`config.mk`:
```
export PLATFORM = sky130hd
export DESIGN_NAME = vcx_uop_expander
export DESIGN_NICKNAME = d
export VERILOG_FILES = /design/src/rtl/vcx_pkg.sv /design/src/rtl/vcx_case_sel.sv /design/src/rtl/vcx_code_dec.sv /design/src/rtl/vcx_seq.sv /design/src/rtl/vcx_uop_expander.sv
export SDC_FILE = /design/constraint.sdc
export NUM_CORES = 1
export LEC_CHECK = 0
export CAP_MARGIN = 25
export CORE_MARGIN = 5
export CORE_UTILIZATION = 40
export CTS_BUF_LIST = sky130_fd_sc_hd__clkbuf_16
export DETAILED_ROUTE_END_ITERATION = 16
export PLACE_DENSITY = 0.84
export RECOVER_POWER = 100
export REMOVE_ABC_BUFFERS = 1
export SETUP_SLACK_MARGIN = 0.05
export SYNTH_ARGS = -nofsm -noshare
export SYNTH_HDL_FRONTEND = slang
export SYNTH_SLANG_ARGS = --single-unit
```
`constraint.sdc`:
```
create_clock -name clk -period 2.1 [get_ports clk]
set_clock_uncertainty 0.2 [all_clocks]
set_input_delay 0.315 -clock clk [delete_from_list [all_inputs] [get_ports clk]]
set_output_delay 0.315 -clock clk [all_outputs]
set_load 0.02 [all_outputs]
```
`src/rtl/vcx_pkg.sv`:
```
package vcx_pkg;

   localparam int FUNC_W = 8;
   typedef logic [FUNC_W-1:0] func_t;

   localparam logic [1:0] FORM_RI = 2'd0;
   localparam logic [1:0] FORM_II = 2'd1;
   localparam logic [1:0] FORM_RR = 2'd2;

   localparam logic [1:0] VL_NORM  = 2'b00;
   localparam logic [1:0] VL_MAX   = 2'b01;
   localparam logic [1:0] VL_KEEP  = 2'b10;

   function automatic func_t make_code(logic ri, logic rr, logic wv, logic rv, logic [1:0] vl);
      return {ri, rr, wv, rv, 2'b00, vl};
   endfunction

   localparam func_t C_RI_CFG      = make_code(1'b1, 1'b0, 1'b1, 1'b0, VL_NORM);
   localparam func_t C_RI_DST      = make_code(1'b1, 1'b0, 1'b0, 1'b0, VL_NORM);
   localparam func_t C_RI_CFG_MAX  = make_code(1'b1, 1'b0, 1'b1, 1'b0, VL_MAX);
   localparam func_t C_RI_DST_MAX  = make_code(1'b1, 1'b0, 1'b0, 1'b0, VL_MAX);
   localparam func_t C_RI_KEEP     = make_code(1'b1, 1'b0, 1'b1, 1'b0, VL_KEEP);
   localparam func_t C_RR_CFG      = make_code(1'b0, 1'b1, 1'b1, 1'b0, VL_NORM);
   localparam func_t C_RR_DST      = make_code(1'b0, 1'b1, 1'b0, 1'b0, VL_NORM);
   localparam func_t C_RR_CFG_MAX  = make_code(1'b0, 1'b1, 1'b1, 1'b0, VL_MAX);
   localparam func_t C_RR_DST_MAX  = make_code(1'b0, 1'b1, 1'b0, 1'b0, VL_MAX);
   localparam func_t C_RR_TMP_MOVE = make_code(1'b0, 1'b1, 1'b1, 1'b0, VL_KEEP);
   localparam func_t C_RR_KEEP     = make_code(1'b0, 1'b1, 1'b1, 1'b1, VL_KEEP);
   localparam func_t C_II_CFG      = make_code(1'b0, 1'b0, 1'b1, 1'b0, VL_NORM);
   localparam func_t C_II_DST      = make_code(1'b0, 1'b0, 1'b0, 1'b0, VL_NORM);

   function automatic logic [1:0] code_kind(func_t f);
      if (f[7])      return FORM_RI;
      else if (f[6]) return FORM_RR;
      else           return FORM_II;
   endfunction

   function automatic logic code_vlmax(func_t f);
      return f[0];
   endfunction

   function automatic logic code_keep(func_t f);
      return f[1];
   endfunction

   function automatic logic code_wr_vec(func_t f);
      return f[5];
   endfunction

   function automatic logic code_rd_vec(func_t f);
      return f[4];
   endfunction

endpackage

```
`src/rtl/vcx_case_sel.sv`:
```
module vcx_case_sel
   import vcx_pkg::*;
#(
   parameter int IDX_W = 5
) (
   input  logic [1:0]       form,
   input  logic [IDX_W-1:0] rd,
   input  logic [IDX_W-1:0] rs1,
   output logic             two,
   output func_t            code_a,
   output func_t            code_b,
   output logic             is_rr
);

   logic rd_zero;
   logic rs1_zero;

   assign rd_zero  = (rd == '0);
   assign rs1_zero = (rs1 == '0);

   always_comb begin
      two    = 1'b1;
      is_rr  = 1'b0;
      code_a = C_II_CFG;
      code_b = C_II_DST;
      case (form)
         FORM_RI: begin
            if (!rs1_zero) begin
               code_a = C_RI_CFG;
               code_b = C_RI_DST;
            end else if (!rd_zero) begin
               code_a = C_RI_CFG_MAX;
               code_b = C_RI_DST_MAX;
            end else begin
               code_a = C_RI_KEEP;
               code_b = C_RI_KEEP;
               two    = 1'b0;
            end
         end
         FORM_RR: begin
            is_rr = 1'b1;
            if (!rs1_zero) begin
               code_a = C_RR_CFG;
               code_b = C_RR_DST;
            end else if (!rd_zero) begin
               code_a = C_RR_CFG_MAX;
               code_b = C_RR_DST_MAX;
            end else begin
               code_a = C_RR_TMP_MOVE;
               code_b = C_RR_KEEP;
            end
         end
         default: begin
            code_a = C_II_CFG;
            code_b = C_II_DST;
         end
      endcase
   end

endmodule

```
`src/rtl/vcx_code_dec.sv`:
```
module vcx_code_dec
   import vcx_pkg::*;
(
   input  func_t       func,
   output logic [1:0]  kind,
   output logic        set_vlmax,
   output logic        keep_vl,
   output logic        wr_vec,
   output logic        rd_vec
);

   assign kind      = code_kind(func);
   assign set_vlmax = code_vlmax(func);
   assign keep_vl   = code_keep(func);
   assign wr_vec    = code_wr_vec(func);
   assign rd_vec    = code_rd_vec(func);

endmodule

```
`src/rtl/vcx_seq.sv`:
```
module vcx_seq
   import vcx_pkg::*;
#(
   parameter int IDX_W        = 5,
   parameter bit BYPASS_READY = 1'b1
) (
   input  logic             clk,
   input  logic             rst_n,
   input  logic             flush,
   input  logic             in_valid,
   output logic             in_ready,
   input  logic             two,
   input  func_t            code_a,
   input  func_t            code_b,
   input  logic             is_rr,
   input  logic [IDX_W-1:0] in_rd,
   input  logic [IDX_W-1:0] in_rs1,
   input  logic [IDX_W-1:0] in_rs2,
   output logic             out_valid,
   input  logic             out_ready,
   output func_t            out_func,
   output logic [IDX_W-1:0] out_rd,
   output logic [IDX_W-1:0] out_rs1,
   output logic [IDX_W-1:0] out_rs2,
   output logic             out_first,
   output logic             out_last,
   output logic [1:0]       out_total,
   output logic             out_flush_pipe
);

   logic             valid_q;
   logic             pend_q;
   func_t            func_q;
   func_t            pend_func_q;
   logic             first_q;
   logic             last_q;
   logic [1:0]       total_q;
   logic             rr_q;
   logic [IDX_W-1:0] rd_q;
   logic [IDX_W-1:0] rs1_q;
   logic [IDX_W-1:0] rs2_q;
   logic             take;
   logic             hand_over;
   logic             can_take;

   generate
      if (BYPASS_READY) begin : g_bypass
         assign can_take = !valid_q || (out_ready && last_q);
      end else begin : g_idle_only
         assign can_take = !valid_q;
      end
   endgenerate

   assign in_ready  = can_take && !flush;
   assign take      = in_valid && in_ready;
   assign hand_over = valid_q && out_ready;

   always_ff @(posedge clk) begin
      if (!rst_n) begin
         valid_q     <= 1'b0;
         pend_q      <= 1'b0;
         func_q      <= '0;
         pend_func_q <= '0;
         first_q     <= 1'b0;
         last_q      <= 1'b0;
         total_q     <= 2'd0;
         rr_q        <= 1'b0;
         rd_q        <= '0;
         rs1_q       <= '0;
         rs2_q       <= '0;
      end else if (flush) begin
         valid_q <= 1'b0;
         pend_q  <= 1'b0;
      end else if (take) begin
         valid_q     <= 1'b1;
         func_q      <= code_a;
         pend_q      <= two;
         pend_func_q <= code_b;
         first_q     <= 1'b1;
         last_q      <= !two;
         total_q     <= two ? 2'd2 : 2'd1;
         rr_q        <= is_rr;
         rd_q        <= in_rd;
         rs1_q       <= in_rs1;
         rs2_q       <= in_rs2;
      end else if (hand_over) begin
         if (pend_q) begin
            func_q  <= pend_func_q;
            pend_q  <= 1'b0;
            first_q <= 1'b0;
            last_q  <= 1'b1;
         end else begin
            valid_q <= 1'b0;
         end
      end
   end

   assign out_valid      = valid_q;
   assign out_func       = func_q;
   assign out_rd         = rd_q;
   assign out_rs1        = rs1_q;
   assign out_rs2        = rs2_q;
   assign out_first      = first_q;
   assign out_last       = last_q;
   assign out_total      = total_q;
   assign out_flush_pipe = valid_q && last_q && rr_q;

endmodule

```
`src/rtl/vcx_uop_expander.sv`:
```
module vcx_uop_expander
   import vcx_pkg::*;
#(
   parameter int IDX_W        = 5,
   parameter bit BYPASS_READY = 1'b1
) (
   input  logic             clk,
   input  logic             rst_n,
   input  logic             flush,
   input  logic             in_valid,
   output logic             in_ready,
   input  logic [1:0]       in_form,
   input  logic [IDX_W-1:0] in_rd,
   input  logic [IDX_W-1:0] in_rs1,
   input  logic [IDX_W-1:0] in_rs2,
   output logic             out_valid,
   input  logic             out_ready,
   output logic [7:0]       out_func,
   output logic [IDX_W-1:0] out_rd,
   output logic [IDX_W-1:0] out_rs1,
   output logic [IDX_W-1:0] out_rs2,
   output logic             out_first,
   output logic             out_last,
   output logic [1:0]       out_total,
   output logic [1:0]       out_kind,
   output logic             out_set_vlmax,
   output logic             out_keep_vl,
   output logic             out_wr_vec,
   output logic             out_rd_vec,
   output logic             out_flush_pipe
);

   generate
      if (IDX_W < 1 || IDX_W > 8) begin : g_bad_idx
         $error("vcx_uop_expander: IDX_W must lie in 1..8");
      end
      if (FUNC_W != 8) begin : g_bad_func
         $error("vcx_uop_expander: function code must be 8 bits");
      end
   endgenerate

   logic  sel_two;
   logic  sel_rr;
   func_t sel_a;
   func_t sel_b;

   vcx_case_sel #(.IDX_W(IDX_W)) u_sel (
      .form   (in_form),
      .rd     (in_rd),
      .rs1    (in_rs1),
      .two    (sel_two),
      .code_a (sel_a),
      .code_b (sel_b),
      .is_rr  (sel_rr)
   );

   vcx_seq #(.IDX_W(IDX_W), .BYPASS_READY(BYPASS_READY)) u_seq (
      .clk            (clk),
      .rst_n          (rst_n),
      .flush          (flush),
      .in_valid       (in_valid),
      .in_ready       (in_ready),
      .two            (sel_two),
      .code_a         (sel_a),
      .code_b         (sel_b),
      .is_rr          (sel_rr),
      .in_rd          (in_rd),
      .in_rs1         (in_rs1),
      .in_rs2         (in_rs2),
      .out_valid      (out_valid),
      .out_ready      (out_ready),
      .out_func       (out_func),
      .out_rd         (out_rd),
      .out_rs1        (out_rs1),
      .out_rs2        (out_rs2),
      .out_first      (out_first),
      .out_last       (out_last),
      .out_total      (out_total),
      .out_flush_pipe (out_flush_pipe)
   );

   vcx_code_dec u_dec (
      .func      (out_func),
      .kind      (out_kind),
      .set_vlmax (out_set_vlmax),
      .keep_vl   (out_keep_vl),
      .wr_vec    (out_wr_vec),
      .rd_vec    (out_rd_vec)
   );

endmodule

```
---- Yosys cells after proc, flatten, opt, wreduce, memory -nomap -nowiden ----
Cells that the tools add are included.
storage, ports and cells
  register bits after elaboration ......... 38
  input bits .............................. 22
  output and inout bits ................... 36
  logic and storage cells ................. 65
cells by class
  equal/unequal tests ..................... 2
  muxes and demuxes ....................... 31
  bitwise operators ....................... 2
  reduce and logical (&&, ||, !) cells .... 19
operator list
  cell                                  count
  2-to-1 mux 8 bit                      7
  case mux 8 bit (2 select lines)       2
  2-to-1 mux 1 bit                      15
  2-to-1 mux 6 bit                      2
  logical NOT 5 bit                     2
  2-to-1 mux 2 bit                      5
  logical AND 1 bit                     6
  AND reduction 2 bit                   2
  nonzero test 2 bit                    2
  logical NOT 1 bit                     3
  AND reduction 3 bit                   1
  == test 2 bit, second input constant  1
  logical NOT 2 bit                     1
  != test 2 bit, second input constant  1
  inverter 1 bit                        2
  OR reduction 2 bit                    1
  logical OR 1 bit                      1

---- Logic depth before layout (Yosys ltp) ----
Gate-level depths: netlist of the first run.
  depth after elaboration ................. 6
  mapped depth ............................ 6
  gate-level depth less buffers ........... 4

---- Hierarchy ----
A second synthesis of the first run with hierarchy kept.
second synthesis, totals
  cells, all modules ...................... 211
  area, all modules ....................... 1,740.4 um^2
by module, submodules not included
  module        instances  cells an instance  area an instance (um^2)  seq. area each (um^2)
  vcx_seq       1          178                1,530.2                  760.7
  vcx_case_sel  1          27                 162.7                    0.0
  vcx_code_dec  1          6                  47.5                     0.0

---- Worst setup path after synthesis of the first run ----
OpenSTA, ideal clock, no wires.
  kind .................................... register to register
  start point ............................. register u_seq.valid_q, in the netlist u_seq.out_valid
  end point ............................... register u_seq.total_q[0], in the netlist u_seq.out_total[0]
  library setup time ...................... 0.116 ns
  arrival ................................. 1.424 ns
  data required time ...................... 1.784 ns
  slack ................................... 0.360 ns
  stages on the path, launching flop included .. 6
  buffers on the path ..................... 2
  period minus slack after synthesis ...... 1.740 ns
  cells stage by stage .................... dfxtp_1 > a21bo_2 > and2_1 > buf_2 > buf_2 > a31o_2
between the ends
  longest elaborated chain between the ends .. 5
ends and longest elaborated chain
  what                                  RTL line       RTL
  start, declared                       vcx_seq.sv:31  logic valid_q;
  start signal, assigned                vcx_seq.sv:60  valid_q <= 1'b0;
  start signal, assigned                vcx_seq.sv:72  valid_q <= 1'b0;
  start signal, assigned                vcx_seq.sv:75  valid_q <= 1'b1;
  logical NOT 1 bit                     vcx_seq.sv:48  assign can_take = !valid_q || (out_ready && last_q);
  logical OR 1 bit                      vcx_seq.sv:48
  logical AND 1 bit                     vcx_seq.sv:54  assign in_ready = can_take && !flush;
  logical AND 1 bit                     vcx_seq.sv:55  assign take = in_valid && in_ready;
  AND reduction 2 bit (no source line)  --
  end signal, assigned                  vcx_seq.sv:81  total_q <= two ? 2'd2 : 2'd1;
  end, declared                         vcx_seq.sv:37  logic [1:0] total_q;
No other way between the ends.
A chain may end at the register's enable or synchronous reset.

---- Worst setup path in the final report of the first run ----
  start point ............................. input port in_rs1[4]
  end point ............................... register u_seq.last_q, in the netlist u_seq.out_last
between the ends
  longest elaborated chain between the ends .. 5
ends and longest elaborated chain
  what                  RTL line                RTL
  start, declared       vcx_uop_expander.sv:14  input logic [IDX_W-1:0] in_rs1,
  logical NOT 5 bit     vcx_case_sel.sv:19      assign rs1_zero = (rs1 == '0);
  2-to-1 mux 1 bit      vcx_case_sel.sv:28      if (!rs1_zero) begin
  2-to-1 mux 1 bit      vcx_case_sel.sv:26      case (form)
  logical NOT 1 bit     vcx_seq.sv:80           last_q <= !two;
  2-to-1 mux 1 bit      vcx_seq.sv:74           end else if (take) begin
  end signal, assigned  vcx_seq.sv:80
  end, declared         vcx_seq.sv:36           logic last_q;
No other way between the ends.

==> results of run 1 <==
## state kept, by name (all words and copies together) (netlist names)
name and cells:
u_seq.pend_func_q 4, u_seq.out_total 2, u_seq.out_func 6, u_seq.out_rs1 5
u_seq.pend_q 1, u_seq.out_first 1, u_seq.out_rd 5, u_seq.out_last 1
u_seq.out_valid 1, u_seq.out_rs2 5, u_seq.rr_q 1
## final cells by class
type / count / area [um2]
Sequential cell: 32 / 640.6
Tap cell: 46 / 57.56
Timing Repair Buffer: 66 / 644.4
Clock inverter: 3 / 13.76
Fill cell: 307 / 1201
Clock buffer: 5 / 125.1
Multi-Input combinational cell: 112 / 654.4
## Yosys cell counts (2+ instances only)
cell type	count
nand2_1	42
dfxtp_1	32
a21boi_0	19
nand3_1	7
buf_4	6
mux2i_1	6
o21ai_0	6
buf_2	5
nor2_1	5
nor2b_1	5
clkbuf_1	4
a21oi_1	2
and3_1	2
nor3b_1	2
## routing by layer
metal  wire length, um  part of all wire
met1              1283              0.41
met2              1538              0.49
met3               291             0.092
met4                40             0.013
met5                 0                 0
## power breakdown
part           total (W)  switching [W]  internal (W)  leakage [nW]
Clock           0.000672       0.000243      0.000429        0.0710
Sequential      0.000643      0.0000117      0.000631         0.261
Combinational   0.000207       0.000102      0.000105         0.611
## path summary, 6_finish.rpt
path	startpoint	end	slack, ps	cells past startpoint
setup / recovery	in_rs1[4]	u_seq.out_last	100	5
hold / removal	u_seq.out_rs2[1]	u_seq.out_rs2[1]	260	2
setup reg to reg	u_seq.out_last	u_seq.out_rs1[4]	290	6
hold reg to reg	u_seq.out_rs2[1]	u_seq.out_rs2[1]	260	2
## per-stage QoR
step | TNS, ps | instance area [um2]
2_1_floorplan | 0 | 1299
3_3_place_gp | -299.0 | 2002
3_5_place_dp | -542.0 | 2002
4_1_cts | 0 | 2140
5_1_grt | 0 | 2136
6_report | 0 | 2136
## cell families after synthesis
logic type             synth area share
AND/OR/NAND/NOR                  0.2566
AO/OA/AOI/OAI                    0.1714
flip-flops                       0.4642
buffers and inverters           0.06164
multiplexers                    0.04352
other                          0.002717
## worst register-to-register path, stage by stage, from the launching register on
cell	delay, ps
dfxtp_1	400
a21bo_2	160
clkbuf_4	120
and2_0	370
buf_4	260
nand2_1	70
a21boi_0	140
## repair_timing
action                                  in CTS  in global routing
endpoints found under the setup margin       1                  0
hold buffers                                 0                  0
buffers inserted                             0                  0
resized for setup                            1                  0
==> metrics.txt, run 1 <==
status finished clean; Ports 58; vias 1248; RSZ-0062 raised after global routing no; overall power between 0.0015 and 0.002 W; Post-Syn Area 1380 um2; Critical Path RT approximately 2100 ps; Slowest cell on crit path or4_1; Seq/Total Area, Yosys 0.4642; startpoint types input pin; Lkg Pwr roughly 0.94 nW; GRT Max-Usage Layer met2; WP buf/inv 1; CTS Buffer Depth 2; pwr/cell area around 710 nW/um2; Crit Path Max Fanout 4; Buffers on Ports 55; Nets roughly 240; share of cells above drive strength 1 0.1101; drt total wl 3154 um; CP max stage delay around 600 ps; global-route wire length before repair 5250 um; CTS Buf Count 5; Die W approximately 70 um; ys async rst share 0; Post-Syn Instances about 160; Tmin final roughly 2000 ps; half-perimeter wire length after placement ~2400 um; Clk Tree Root Cell clkbuf_16; commonest non-fill, non-tap cell in the layout nand2_1; max-capacitance violation count 0; Synth Register Bits 32; met2 Track Usage GR 0.2396; die area about 4700 um2; Ys Warns 0; starting DRC count in detailed routing 66; antenna violations before repair 0; part of the cycle the worst path needs 0.9508; area leader, netlist dfxtp_1; hold_ws between 200 and 300 ps; Top FF cell, synth dfxtp_1; Avg WL per Cell between 10 and 15 um; n_diodes 0; final core utilization 0.6400; Place WS -131.2 ps; Post-synth EDFFs 0; H-tree depth 2; met3 GRT Util 0.05997; syn_area_per_cell slightly below 9 um2; Hold WC Path Type register to register; clk_lat worst skew ~270 ps; chip height slightly below 70 um; Final GP Congestion around 0.75; Area contributors post-synth dfxtp_1 46%, nand2_1 11%, a21boi_0 10%; # DRC 0; Worst setup EP type register; vias in the first global route between 1k and 1.5k; crit-path cells clkdlybuf4s50_1, or4_1, nor4_4, and2b_4, o221a_4; post-synth top area share 0.4642; IR drop worst, VDD about 0.37 mV; Setup-failing EPs final 0; pin count of the biggest net entering global routing 36; Via density 4.727; post-route ant nets 0; Rows 21; clk slew on worst S/H paths 50 ps; core box area about 3300 um2; M1 GR Usage 0.1750; GRT Total Usage 0.1504; synthesis-to-layout area growth 54.76%; WS Path Type input pin to register; 1st-pass router iterations 4; clk sink count 32; Initial Utilization 0.4136; WP data arrival around 2000 ps; fin. max-slew vios 0; fmax 500.8 MHz; Cell variety after synth 29; Largest delay share family, worst path simple AND/OR/NAND/NOR gates; CTS tree done; final worst setup slack roughly 100 ps; commonest cells after routing, fill and taps aside 42 x nand2_1, 32 x dlygate4sd3_1, 32 x dfxtp_1; Remaining Overflow, GRT 0; final cell count without fillers 264; dpl cells 256; Final Hold Vio Count 0
Power figures use the tool's default switching activity.
==> run 2, diff against run 1 <==
--- a/config.mk
+++ b/config.mk
@@ -10,10 +10,12 @@
 export CORE_UTILIZATION = 40
 export CTS_BUF_LIST = sky130_fd_sc_hd__clkbuf_16
 export DETAILED_ROUTE_END_ITERATION = 16
-export PLACE_DENSITY = 0.84
+export PLACE_DENSITY = 0.79
 export RECOVER_POWER = 100
 export REMOVE_ABC_BUFFERS = 1
 export SETUP_SLACK_MARGIN = 0.05
+export SLEW_MARGIN = 20
 export SYNTH_ARGS = -nofsm -noshare
 export SYNTH_HDL_FRONTEND = slang
+export SYNTH_HIERARCHICAL = 1
 export SYNTH_SLANG_ARGS = --single-unit
==> run 2 against run 1 <==
Compared with the run above: maximum frequency increased by 0.27%; largest power group is now registers; critical path type is now register to output pin; sequential cell count increased by 6; first-iteration DRC count increased by 30%.
==> metrics.txt, run 2 <==
status finished clean; worst flop-to-flop path startpoint u_seq/out_valid; normalized max-slew margin 0.5516; die area between 5000 and 6000 um2; pin count of the biggest net entering global routing 37; Post-Syn Instances about 210; drt total wl approximately 3800 um; vias in the first global route 1494; Hold WC Path Type register to register; Clk Tree Root Cell clkbuf_16; clk sink count 38; global-route wire length before repair 6872 um; part of the power in registers 0.448; Area after DPL 2292 um2; antenna violations before repair 0; Final Hold Vio Count 0; Post-synth EDFFs 0; 1st-pass router iterations 4; share of cells above drive strength 1 0.08397; # DRC 0; flop2flop setup slack about 310 ps; Critical Path RT 1580 ps; Ports 58; Setup crit start u_seq/out_func[6]; commonest cells after routing, fill and taps aside 62 x nand2_1, 36 x dfxtp_1, 34 x dlygate4sd3_1; part of the cycle the worst path needs 0.9482; starting DRC count in detailed routing 86; Buffers on Ports 57; hold path cells 2; Via density ~4.8; IR drop worst, VDD 0.3252 mV; Initial Utilization 0.4053; switch share 0.2432; Critical Path Sink out_kind[1]; final instance area 2406 um2; fin. max-slew vios 0; Seq/Total Area, Yosys 0.4371; DR WL met2 between 1500 and 2000 um; WP data arrival around 1500 ps; combinational power share 0.156; Tmin final between 1500 and 2000 ps; Crit Path Max Fanout 4; startpoint types register; Cell variety after synth 33; Avg WL per Cell 12.22 um; Final GP Congestion about 0.86; area of the multi-input gates roughly 780 um2; RSZ-0062 raised after global routing no; WS Path Type register to output pin; H-tree depth 2; clk_lat worst skew about 280 ps; Rows 24; Metal-1 WL around 1700 um; clk slew on worst S/H paths around 50 ps; Tightest Pin Transition 672.6 ps; final cell count without fillers around 310; count leader, synth nand2_1; Setup-failing EPs final 0; Post-Syn Area 1740 um2; dpl cells a little over 300; chip height 75.96 um; clock share of power 0.396; Ys Warns 6; Top FF cell, synth dfxtp_1; fillers between 400 and 500; half-perimeter wire length after placement around 2700 um; Routed met3 length 247 um; synthesis-to-layout area growth 38.25%; GRT Total Usage 0.1442; CTS Buf Count 5; CTS tree done; syn_area_per_cell between 8 and 9 um2; uppermost layer routed met4; n_diodes 0; R2R depth 6; Nets around 280; post-route ant nets 0; Die W around 76 um; Area contributors post-synth dfxtp_1 44%, nand2_1 13%, a21boi_1 9.1%; Remaining Overflow, GRT 0; FF/Latch Area between 700 and 800 um2; Synth Register Bits 38; pwr/cell area 718.5 nW/um2; core box area 4294 um2; max-capacitance violation count 0; commonest non-fill, non-tap cell in the layout nand2_1; top cells by count, synth 62 x nand2_1, 38 x dfxtp_1, 21 x a21boi_1; post-synth top area share 0.4371; CTS Buffer Depth 2; Psw 0.0004205 W; Lkg Pwr 0.9611 nW; ys async rst share 0; post-CTS setup buffers 0; RR Endpoint u_seq/out_total[0]; area leader, netlist dfxtp_1; vias about 1.5k; Worst setup EP type output pin; fmax about 500 MHz; internal power 0.001308 W
[run 2: critical path, cell delays in order, from the launching register on]
cell and delay, ps:
dfxtp_1 380, nor2b_4 150, dlygate4sd3_1 670
[run 2: power groups by stage]
| stage | combinational (W) | clock, W | sequential [W] |
|---|---|---|---|
| finish | 0.000270 | 0.000685 | 0.000774 |
| floorplan | 0.0000877 | 0 | 0.000829 |
| global route | 0.000296 | 0.000732 | 0.000779 |
| CTS | 0.000296 | 0.000705 | 0.000776 |
| detailed placement | 0.000295 | 0 | 0.000791 |
| global placement | 0.000292 | 0 | 0.000790 |
[run 2: layout make-up]
cell class / instances / area share
clock buffer: 5 / 0.05200
multi-input combinational: 147 / 0.3245
sequential: 38 / 0.3172
timing repair buffer: 67 / 0.2715
inverter: 3 / 0.004680
clock inverter: 2 / 0.003120
tap: 52 / 0.02704
[run 2: worst min path at each step]
stage | from | end | slack [ps]
after global routing | u_seq/out_rd[2] | u_seq/out_rd[2] | 280
after floorplan | rst_n | u_seq/out_first | 230
final | u_seq/out_rd[2] | u_seq/out_rd[2] | 250
after global placement | u_seq/out_first | u_seq/out_first | 240
after detailed placement | u_seq/out_rs2[2] | u_seq/out_rs2[2] | 240
after CTS | u_seq/out_rs2[2] | u_seq/out_rs2[2] | 250
[run 2: cells by family after synthesis]
logic type | synth area share
compound gates | 0.2236
buf+inv | 0.1208
flops | 0.4371
other cells | 0.004315
simple gates | 0.2142
[run 2: through the flow]
step	setup TNS [ps]	util	worst slack [ps]	hold slack [ps]	total power (W)
2_1_floorplan	0	-	278.3	229.6	0.0009171
3_3_place_gp	-55.30	0.5338	-24.68	240.0	0.001082
3_5_place_dp	-216.1	0.5338	-85.08	243.9	0.001086
4_1_cts	0	0.5650	116.3	251.2	0.001777
5_1_grt	0	0.5603	42.63	280.3	0.001807
6_report	0	0.5603	108.8	249.8	0.001729
[run 2: what timing repair did]
action | 4_1_cts | 5_1_grt
hold buffers | 0 | 0
endpoints found under the setup margin | 2 | 0
resized for setup | 3 | 0
[run 2: routing by layer]
metal  global-route usage  vias to the layer above
met5                    0                        -
met3              0.05450                        6
met1               0.1646                      679
met2               0.2406                       41
li1                     -                      778
met4              0.05694                        0
